`config.mk`:
```
export PLATFORM = sky130hd
export DESIGN_NAME = gpio_bank
export DESIGN_NICKNAME = d
export VERILOG_FILES = /design/src/rtl/gpio_bank_pkg.sv /design/src/rtl/gpio_sync.sv /design/src/rtl/gpio_pin.sv /design/src/rtl/gpio_bank.sv
export SDC_FILE = /design/constraint.sdc
export NUM_CORES = 1
export LEC_CHECK = 0
export ABC_AREA = 1
export BUFFER_PORTS_ARGS = -buffer_cell sky130_fd_sc_hd__buf_4
export CAP_MARGIN = 0
export CORE_ASPECT_RATIO = 2
export CORE_MARGIN = 5
export CORE_UTILIZATION = 41
export CTS_CLUSTER_DIAMETER = 150
export CTS_CLUSTER_SIZE = 40
export DETAILED_ROUTE_END_ITERATION = 12
export GPL_ROUTABILITY_DRIVEN = 0
export HOLD_SLACK_MARGIN = 0.12
export PLACE_DENSITY = 0.66
export SETUP_SLACK_MARGIN = 0.5
export SLEW_MARGIN = 20
export SYNTH_ARGS = -nofsm -noshare
export SYNTH_HDL_FRONTEND = slang
export SYNTH_HIERARCHICAL = 1
export SYNTH_SLANG_ARGS = --single-unit
```
`constraint.sdc`:
```
create_clock -name clk -period 2 [get_ports clk]
set_clock_uncertainty 0.1 [all_clocks]
set_input_delay 0.4 -clock clk [delete_from_list [all_inputs] [get_ports clk]]
set_output_delay 0.4 -clock clk [all_outputs]
set_load 0.1 [all_outputs]
```
`src/rtl/gpio_bank_pkg.sv`:
```
package gpio_bank_pkg;

    localparam int CTRL_W = 8;

    typedef enum logic [2:0] {
        PM_IN_NONE,
        PM_IN_RISE,
        PM_IN_FALL,
        PM_IN_BOTH,
        PM_OUT_LOW,
        PM_OUT_HIGH,
        PM_MONITOR,
        PM_RESERVED
    } pin_mode_e;

    function automatic pin_mode_e decode_mode(input logic [CTRL_W-1:0] b);
        pin_mode_e m;
        unique case (b[7:6])
            2'b00: begin
                unique case (b[5:4])
                    2'b00: m = PM_IN_NONE;
                    2'b01: m = PM_IN_RISE;
                    2'b10: m = PM_IN_FALL;
                    default: m = PM_IN_BOTH;
                endcase
            end
            2'b01: m = b[4] ? PM_OUT_HIGH : PM_OUT_LOW;
            2'b11: m = PM_MONITOR;
            default: m = PM_RESERVED;
        endcase
        return m;
    endfunction

    function automatic logic is_irq_mode(input pin_mode_e m);
        return (m == PM_IN_RISE) || (m == PM_IN_FALL) || (m == PM_IN_BOTH);
    endfunction

endpackage

```
`src/rtl/gpio_sync.sv`:
```
module gpio_sync #(
    parameter int STAGES = 2
) (
    input  logic clk,
    input  logic rst_n,
    input  logic d_async,
    output logic q_sync
);
    logic [STAGES-1:0] chain;

    always_ff @(posedge clk or negedge rst_n) begin
        if (!rst_n) chain <= '0;
        else        chain <= {chain[STAGES-2:0], d_async};
    end

    assign q_sync = chain[STAGES-1];
endmodule

```
`src/rtl/gpio_pin.sv`:
```
module gpio_pin
    import gpio_bank_pkg::*;
#(
    parameter int STATUS_W = 64,
    localparam int SEL_W   = $clog2(STATUS_W)
) (
    input  logic                clk,
    input  logic                rst_n,
    input  logic [CTRL_W-1:0]   ctrl,
    input  logic                pad_sync,
    input  logic [STATUS_W-1:0] status,
    input  logic                clr,
    output logic                flag,
    output logic                oe,
    output logic                out
);
    pin_mode_e        mode;
    logic             prev;
    logic             rise, fall, hit;
    logic [SEL_W-1:0] sel;

    assign mode = decode_mode(ctrl);
    assign sel  = ctrl[SEL_W-1:0];

    // Edge register: holds the synchronized level from one cycle earlier.
    always_ff @(posedge clk or negedge rst_n) begin
        if (!rst_n) prev <= 1'b0;
        else        prev <= pad_sync;
    end

    assign rise = pad_sync & ~prev;
    assign fall = ~pad_sync & prev;

    // Output and qualification process, one branch per mode state.
    always_comb begin
        hit = 1'b0;
        oe  = 1'b0;
        out = 1'b0;
        unique case (mode)
            PM_IN_NONE:  hit = 1'b0;
            PM_IN_RISE:  hit = rise;
            PM_IN_FALL:  hit = fall;
            PM_IN_BOTH:  hit = rise | fall;
            PM_OUT_LOW:  oe  = 1'b1;
            PM_OUT_HIGH: begin oe = 1'b1; out = 1'b1; end
            PM_MONITOR:  begin oe = 1'b1; out = status[sel]; end
            PM_RESERVED: hit = 1'b0;
            default:     hit = 1'b0;
        endcase
    end

    // Sticky flag: a set beats a clear in the same cycle.
    always_ff @(posedge clk or negedge rst_n) begin
        if (!rst_n)   flag <= 1'b0;
        else if (hit) flag <= 1'b1;
        else if (clr) flag <= 1'b0;
    end

    // a qualifying edge always leaves the flag set, even with a clear.
    a_r11_set_wins: assert property (@(posedge clk) disable iff (!rst_n)
        hit |=> flag);

    // the flag holds until a clear arrives.
    a_r11_sticky: assert property (@(posedge clk) disable iff (!rst_n)
        (flag && !clr) |=> flag);

    // the flag rises only while an interrupt input mode is active.
    a_r12_flag_source: assert property (@(posedge clk) disable iff (!rst_n)
        $rose(flag) |-> $past(is_irq_mode(mode)));

    // every pad driver is off while the control byte has bit 6 = 0.
    a_r2_input_quiet: assert property (@(posedge clk) disable iff (!rst_n)
        !ctrl[6] |-> (!oe && !out));
endmodule

```
`src/rtl/gpio_bank.sv`:
```
module gpio_bank
    import gpio_bank_pkg::*;
#(
    parameter int PINS     = 4,
    parameter int STATUS_W = 64,
    parameter int SYNC_STG = 2,
    localparam int CFG_W   = PINS * CTRL_W
) (
    input  logic                clk,
    input  logic                rst_n,
    input  logic                cfg_we,
    input  logic [CFG_W-1:0]    cfg_wdata,
    output logic [CFG_W-1:0]    cfg_rdata,
    input  logic [STATUS_W-1:0] status_in,
    input  logic [PINS-1:0]     pad_in,
    input  logic [PINS-1:0]     irq_clr,
    output logic [PINS-1:0]     irq_flag,
    output logic [PINS-1:0]     pad_oe,
    output logic [PINS-1:0]     pad_out
);
    localparam int SEL_W = $clog2(STATUS_W);

    logic [CFG_W-1:0] cfg_q;

    // State register for all pin modes: a write is the only transition.
    always_ff @(posedge clk or negedge rst_n) begin
        if (!rst_n)      cfg_q <= '0;
        else if (cfg_we) cfg_q <= cfg_wdata;
    end

    assign cfg_rdata = cfg_q;

    for (genvar p = 0; p < PINS; p++) begin : g_pin
        logic pad_s;

        gpio_sync #(.STAGES(SYNC_STG)) u_sync (
            .clk     (clk),
            .rst_n   (rst_n),
            .d_async (pad_in[p]),
            .q_sync  (pad_s)
        );

        gpio_pin #(.STATUS_W(STATUS_W)) u_pin (
            .clk      (clk),
            .rst_n    (rst_n),
            .ctrl     (cfg_q[p*CTRL_W +: CTRL_W]),
            .pad_sync (pad_s),
            .status   (status_in),
            .clr      (irq_clr[p]),
            .flag     (irq_flag[p]),
            .oe       (pad_oe[p]),
            .out      (pad_out[p])
        );

        // in monitor mode the pad copies the indexed status bit.
        a_r8_monitor_follow: assert property (@(posedge clk) disable iff (!rst_n)
            (cfg_rdata[p*CTRL_W+7 -: 2] == 2'b11) |->
                (pad_oe[p] && pad_out[p] == status_in[cfg_rdata[p*CTRL_W +: SEL_W]]));

        // in fixed output mode the pad level is control bit 4.
        a_r7_fixed_level: assert property (@(posedge clk) disable iff (!rst_n)
            (cfg_rdata[p*CTRL_W+7 -: 2] == 2'b01) |->
                (pad_oe[p] && pad_out[p] == cfg_rdata[p*CTRL_W+4]));
    end

    // the control word reads back as zero after a reset edge.
    a_r1_reset_cfg: assert property (@(posedge clk)
        !rst_n |=> (cfg_rdata == '0));

    // the control word changes only when it is written.
    a_r1_hold_cfg: assert property (@(posedge clk) disable iff (!rst_n)
        !cfg_we |=> $stable(cfg_rdata));
endmodule

```
==> metrics.txt, run 1 <==
Remaining DRCs 0; Slew @ Worst Pin 0.6298 ns; die area around 0.014 mm²; combinational share of power 57.1%; count leader, synth nand2_1; IO buf count 150; HP Start irq_clr[2]; Final #Nets around 1100; Netlist cell types 18; peak supply drop 675.0 µV; top post-synthesis cells by count 338 x nand2_1, 244 x nand3_1, 48 x dfrtp_1, 38 x nand2_2, 32 x inv_1; Critical Path Sink Type output port; setup ws final -0.5349 ns; largest net degree at the start of global routing 49; placed cell area around 0.006 mm²; Setup Slack @ Placement -0.1969 ns; GR Overflow Total 0; Worst-path clk slew approximately 0.070 ns; vias in the first global route 5945; I/O pin count 151; Slowest-stage cell, CP dfrtp_4; Arr. time, crit path 2.03 ns; Vias/cell around 5.8; CP max stage delay roughly 0.46 ns; Synth async-reset ratio 100.0%; Reg area 0.001281 mm²; fill cell count 987; Starting Density between 40% and 50%; Clock Power Share 17.6%; GR Util All Layers 28.99%; CTS tree yes; Clock Tree Buf Depth 2; Synth area leader nand2_1; leakage power ~3.8 nW; critical-path cell list buf_4, clkbuf_16, nand2_1, nand3_1, nand3_1, nand3_1, nand2_1, nand2_1, nand3_2, a21oi_4, buf_12; Yosys top cell area share 25.76%; initial antenna violation count 0; Post-synth EDFFs 0; FP Rows 56; Pins Over Slew Limit 0; clk_lat worst skew 0.29 ns; sw frac 45.92%; Core ar. 0.01177 mm²; CP Launch Type flip-flop; Worst R2R End g_pin[2].u_pin/flag$_DFFE_PN0P_; Register-to-Register Path Depth 6; Yosys reg bits 48; sequential-to-total area share from yosys stat 24.38%; die extent in y 165.0 µm; DP HPWL 15530 µm; first-pass GRT wire length about 32000 µm; fin crit period 2.535 ns; failing checks setup timing; outcome finished with violations; RSZ-0062 raised after global routing true; CTS buffer count 5; drt initial violations approximately 620; Final Routed Wirelength 22870 µm; Switching Power about 2.2 mW; Cells on Worst Hold Path 2; sequential fraction of design power 25.2%; Netlist Area Pre-Place 0.004926 mm²; Power Density 622.6 mW/mm²; top post-synthesis cells by area nand2_1 26%, nand3_1 25%, dfrtp_1 24%; share of cells above drive strength 1 between 40% and 50%; worst hold path type in -> reg; Crit. Startpoint cfg_rdata[16]$_DFFE_PN0P_; critical path peak fanout 4; Syn Area/Cell approximately 6.2 µm²; Area growth syn-to-layout 58.19%; Initial DRT Pass Iterations 5; Syn Nets 907; Multi-input gate area 0.003468 mm²; RR Startpoint g_pin[2].u_sync/chain[1]$_DFF_PN0_; worst hold endpoint g_pin[2].u_pin/flag$_DFFE_PN0P_; CP required approximately 1.5 ns; H-tree depth 2; Sink Count 48; normalized max-slew margin 58.02%; Ant. Diodes 0; CTS root buf clkbuf_16; DRT antenna net count 0; Final Cycle Share 126.7%; Mapped Cells between 700 and 800; cell internal pwr 2.623 mW; design area 0.007792 mm²; wire length per cell 20.62 µm; FMAX 0.3945 GHz; prevailing post-synth register cell dfrtp_1; die width 87.51 µm; MaxCap Viol Count 0; Setup CP Type reg -> out; Via Count 6457; final-report setup violation count 4; Syn. warnings 6; R2R Setup Slk approximately 0.58 ns; Fin. Hold Viols 0
-- timing repair --
action	4_1_cts	5_1_grt
pin swaps	5	48
gates resized for setup	137	142
hold endpoints to repair	52	0
hold buffers	5	0
buffers inserted	8	16
setup endpoints to repair	40	39
gates cloned	2	11
-- per-layer routing --
layer / global-route usage, % / vias to the layer above / wire length, µm
met5: 0 / - / 0
met4: 22.14 / 0 / 2033
met3: 5.741 / 137 / 2144
met2: 47.08 / 428 / 10880
met1: 32.50 / 2971 / 7807
li1: - / 2921 / -
-- stage by stage --
step / TNS (ns) / hold slack (ns) / util, % / std cells / total power, mW
3_3_place_gp: -0.7231 / 0.2330 / 51.21 / 1059 / 3.328
5_1_grt: -2.209 / 0.2000 / 66.20 / 1109 / 5.080
4_1_cts: -1.621 / 0.1884 / 58.27 / 1082 / 4.484
6_report: -1.899 / 0.1886 / 66.20 / 1109 / 4.851
2_1_floorplan: -2.144 / 0.004409 / - / 792 / 2.762
3_5_place_dp: -0.7512 / 0.2364 / 51.21 / 1059 / 3.335
-- final cells by class --
type                       instances  area share [%]
clock buffer                       6           1.782
clock inverter                     2          0.1285
inverter                          41           2.794
multi-input combinational        648           44.51
sequential                        48           16.44
tap                              145           2.328
timing repair buffer             214           31.04
timing repair inverter             5          0.9794
-- worst max-delay path by stage --
stage | to | slack, ns | depth (start not counted)
after floorplan | pad_out[0] | -0.54 | 11
after global placement | pad_out[1] | -0.20 | 10
after detailed placement | pad_out[1] | -0.20 | 10
after CTS | pad_out[2] | -0.42 | 10
after global routing | pad_out[2] | -0.63 | 11
final | pad_out[2] | -0.53 | 11
-- critical path: cells and delay by family (launching register included) --
kind / cells / cell delay (ns)
simple gates: 7 / 0.56
buf+inv: 3 / 0.52
flops: 1 / 0.46
compound gates: 1 / 0.19
-- cells by family (layout without fill, tap and decap cells) --
logic type | Yosys count | in the layout | synth area share (%)
AOI/OAI and AO/OA | 20 | 20 | 2.642
buffers and inverters | 96 | 268 | 15.57
DFF | 48 | 48 | 24.38
adders and majority gates | 8 | 8 | 2.032
and+or+nand+nor | 620 | 620 | 55.37
-- power groups by stage --
stage                     clock, mW  sequential (mW)  combinational (mW)
after CTS                     0.880             1.21                2.40
after detailed placement          0             1.21                2.13
after global routing          0.918             1.24                2.92
after floorplan                   0             1.67                1.09
final                         0.855             1.22                2.77
after global placement            0             1.20                2.12
-- sequential cells by signal, indices dropped and copies added (netlist names) --
| register | count |
|---|---|
| cfg_rdata | 32 |
| g_pin.u_pin/prev | 4 |
| g_pin.u_sync/chain | 8 |
| g_pin.u_pin/flag | 4 |
-- cell usage in the layout, fill, tap and decap left out, types with 2 or more instances in the layout --
master         Yosys  routed
inv_12             0       4
inv_2              4       4
a21oi_4            0       4
o21ai_0            8       4
a21oi_1            4       2
inv_1             32      31
clkinv_8           0       3
clkbuf_16          0      11
buf_6             31      19
nand3_1          244     168
inv_8              5       2
dfrtp_4            0      16
buf_4              4     129
buf_16             0       2
nand2_2           38      57
nand2_1          338     318
ha_4               0       3
a21oi_2            4       2
o21ai_1            0       4
clkinv_2           0       2
buf_8              0      16
ha_1               8       5
nand3_2            0      76
dfrtp_2            0      16
dlygate4sd3_1      0       5
a211o_1            4       4
buf_12             5      37
dfrtp_1           48      16
Power figures use the tool's default switching activity.
==> run 2, diff against run 1 <==
--- a/config.mk
+++ b/config.mk
@@ -16,7 +16,8 @@
 export DETAILED_ROUTE_END_ITERATION = 12
 export GPL_ROUTABILITY_DRIVEN = 0
 export HOLD_SLACK_MARGIN = 0.12
-export PLACE_DENSITY = 0.66
+export PLACE_DENSITY = 0.76
+export REMOVE_ABC_BUFFERS = 1
 export SETUP_SLACK_MARGIN = 0.5
 export SLEW_MARGIN = 20
 export SYNTH_ARGS = -nofsm -noshare
==> metrics.txt, run 2 (synthesis results as in run 1) <==
Sink Count 48 (unchanged); first-pass GRT wire length 32800 µm (+2.5%); FP Rows 56 (unchanged); clk_lat worst skew 0.30 ns (about the same); H-tree depth 2 (unchanged); CTS tree yes; final core utilization 70.94% (+4.7 points); Remaining DRCs 0 (unchanged); Worst-path clk slew 0.07 ns (about the same); CTS root buf clkbuf_16; GRT met2 Usage 49.14% (+2.1 points); Setup CP Type reg -> out; die area 0.01444 mm² (unchanged); share of cells above drive strength 1 46.58% (+4.4 points); Final #Nets 1108 (+2.8%); gr busiest metal met2; Power Density 624.3 mW/mm² (+0.28%); leakage power 4.101 nW (+7.0%); Initial DRT Pass Iterations 9 (+4); FMAX 0.3937 GHz (-0.21%); worst hold path type in -> reg; peak supply drop 698.9 µV (+3.5%); drt initial violations 1272 (+110%); final-report setup violation count 5 (+1); Core ar. 0.01177 mm² (unchanged); Clock Tree Buf Depth 2 (unchanged); die extent in y 165.0 µm (unchanged); final cell count without fillers 1139 (+2.7%); max reg flops 32 (unchanged); initial antenna violation count 0 (unchanged); DRT antenna net count 0 (unchanged); Final TNS setup -2.156 ns (-0.2566 ns); critical path peak fanout 8 (+4); Arr. time, crit path 2.04 ns (about the same); Final Routed Wirelength 24530 µm (+7.2%); I/O pin count 151 (unchanged); die width 87.51 µm (unchanged); normalized max-slew margin 58.29% (+0.27 points); Critical Path Sink Type output port; Power Total 5.213 mW (+7.5%); Area growth syn-to-layout 69.52%; GR Util All Layers 29.65% (+0.67 points); Final Cycle Share 127.0% (+0.26 points); MaxCap Viol Count 0 (unchanged); Starting Density 41.85% (unchanged); largest net degree at the start of global routing 49 (unchanged); Slew @ Worst Pin 0.6257 ns (-0.004101 ns); met1 Resource Use GR 32.18% (-0.32 points); IO buf count 150 (unchanged); Vias/cell 6.249 (+7.3%); Pins Over Slew Limit 0 (unchanged); CP required 1.50 ns (about the same); CTS buffer count 5 (unchanged); fin crit period 2.540 ns (+0.005221 ns); most frequent cells in the layout 298 x nand2_1, 153 x nand3_1, 139 x buf_4, 85 x nand3_2, 70 x nand2_2; Ant. Diodes 0 (unchanged); outcome finished with violations; failing checks setup timing; M3 GR Usage 5.791% (+0.050 points); DP Cell Count 1087 (+2.6%); DP HPWL 14170 µm (-8.8%); fill cell count 816 (-17%); GR Overflow Total 0 (unchanged); commonest non-fill, non-tap cell in the layout nand2_1; Fin. Hold Viols 0 (unchanged); Via Count 7118 (+10%); CP Launch Type flip-flop; RSZ-0062 raised after global routing true; setup ws final -0.5401 ns (-0.005221 ns); wire length per cell 21.53 µm (+4.4%); vias in the first global route 6449 (+8.5%)
run 2: cell count changes in the layout (fill, tap and decap cells not counted), moves of 9 or more:
| cell | previous run | this run |
|---|---|---|
| nand2_1 | 318 | 298 |
| nand2_2 | 57 | 70 |
| nand3_1 | 168 | 153 |
| dfrtp_4 | 16 | 0 |
| buf_4 | 129 | 139 |
| buf_12 | 37 | 46 |
| nand3_2 | 76 | 85 |
| dfrtp_1 | 16 | 27 |
run 2: timing repair:
item,CTS,global route
hold buffers,5,0
cloned,11,3
buffers inserted,16,9
endpoints found under the setup margin,41,30
resized for setup,201,161
hold endpoints to repair,52,0
pin swaps,31,65
run 2: path summary, 6_finish.rpt:
| kind | startpoint | endpoint | slack, ns | cells past startpoint |
|---|---|---|---|---|
| worst max register to register | g_pin[3].u_sync/chain[1]$_DFF_PN0_ | g_pin[3].u_pin/flag$_DFFE_PN0P_ | 0.56 | 6 |
| max in group asynchronous | rst_n | cfg_rdata[14]$_DFFE_PN0P_ | 0.77 | 2 |
| worst min register to register | g_pin[3].u_sync/chain[0]$_DFF_PN0_ | g_pin[3].u_sync/chain[1]$_DFF_PN0_ | 0.26 | 0 |
| worst min-delay path | irq_clr[0] | g_pin[0].u_pin/flag$_DFFE_PN0P_ | 0.17 | 2 |
| min in group asynchronous | rst_n | g_pin[3].u_pin/flag$_DFFE_PN0P_ | 0.56 | 2 |
| worst max-delay path | cfg_rdata[0]$_DFFE_PN0P_ | pad_out[0] | -0.54 | 12 |
run 2: area by class of cell:
| cell class | instances | area, µm² | area share, % |
|---|---|---|---|
| repair inverters | 9 | 118.9 | 1.423 |
| multi-input cells | 648 | 3669 | 43.93 |
| flip-flops and latches | 48 | 1227 | 14.70 |
| repair buffers | 240 | 2755 | 32.99 |
| well taps | 145 | 181.4 | 2.173 |
| inverters | 41 | 245.2 | 2.937 |
| clock inverters | 2 | 15.01 | 0.1798 |
| clock buffers | 6 | 138.9 | 1.663 |
run 2: critical path, stage by stage (launching register included):
cell     delay [ns]
dfrtp_2        0.49
buf_12         0.18
inv_12         0.08
buf_12         0.14
nand2_2        0.07
nand3_2        0.08
nand3_2        0.08
nand3_2        0.08
nand3_2        0.06
nand3_2        0.07
nand2_2        0.06
a21oi_4        0.14
buf_12         0.19
run 2: where the power goes:
group          internal (mW)  switching, mW  total [mW]
Sequential              1.06          0.125        1.18
Clock                  0.498          0.383       0.881
Combinational           1.20           1.95        3.15
Total                   2.76           2.46        5.21
run 2: layer usage:
layer	part of all wire [%]	up-vias
li1	-	2973
met3	12	285
met5	0	-
met4	11	0
met2	47	706
met1	30	3154
run 2: stage by stage:
step | worst slack (ns) | instance area (µm²) | hold slack, ns
3_3_place_gp | -0.2594 | 6284 | 0.2320
2_1_floorplan | -1.561 | 4350 | 0.004409
4_1_cts | -0.4639 | 7543 | 0.1844
3_5_place_dp | -0.2815 | 6284 | 0.2364
5_1_grt | -0.6213 | 8351 | 0.1670
6_report | -0.5401 | 8351 | 0.1685
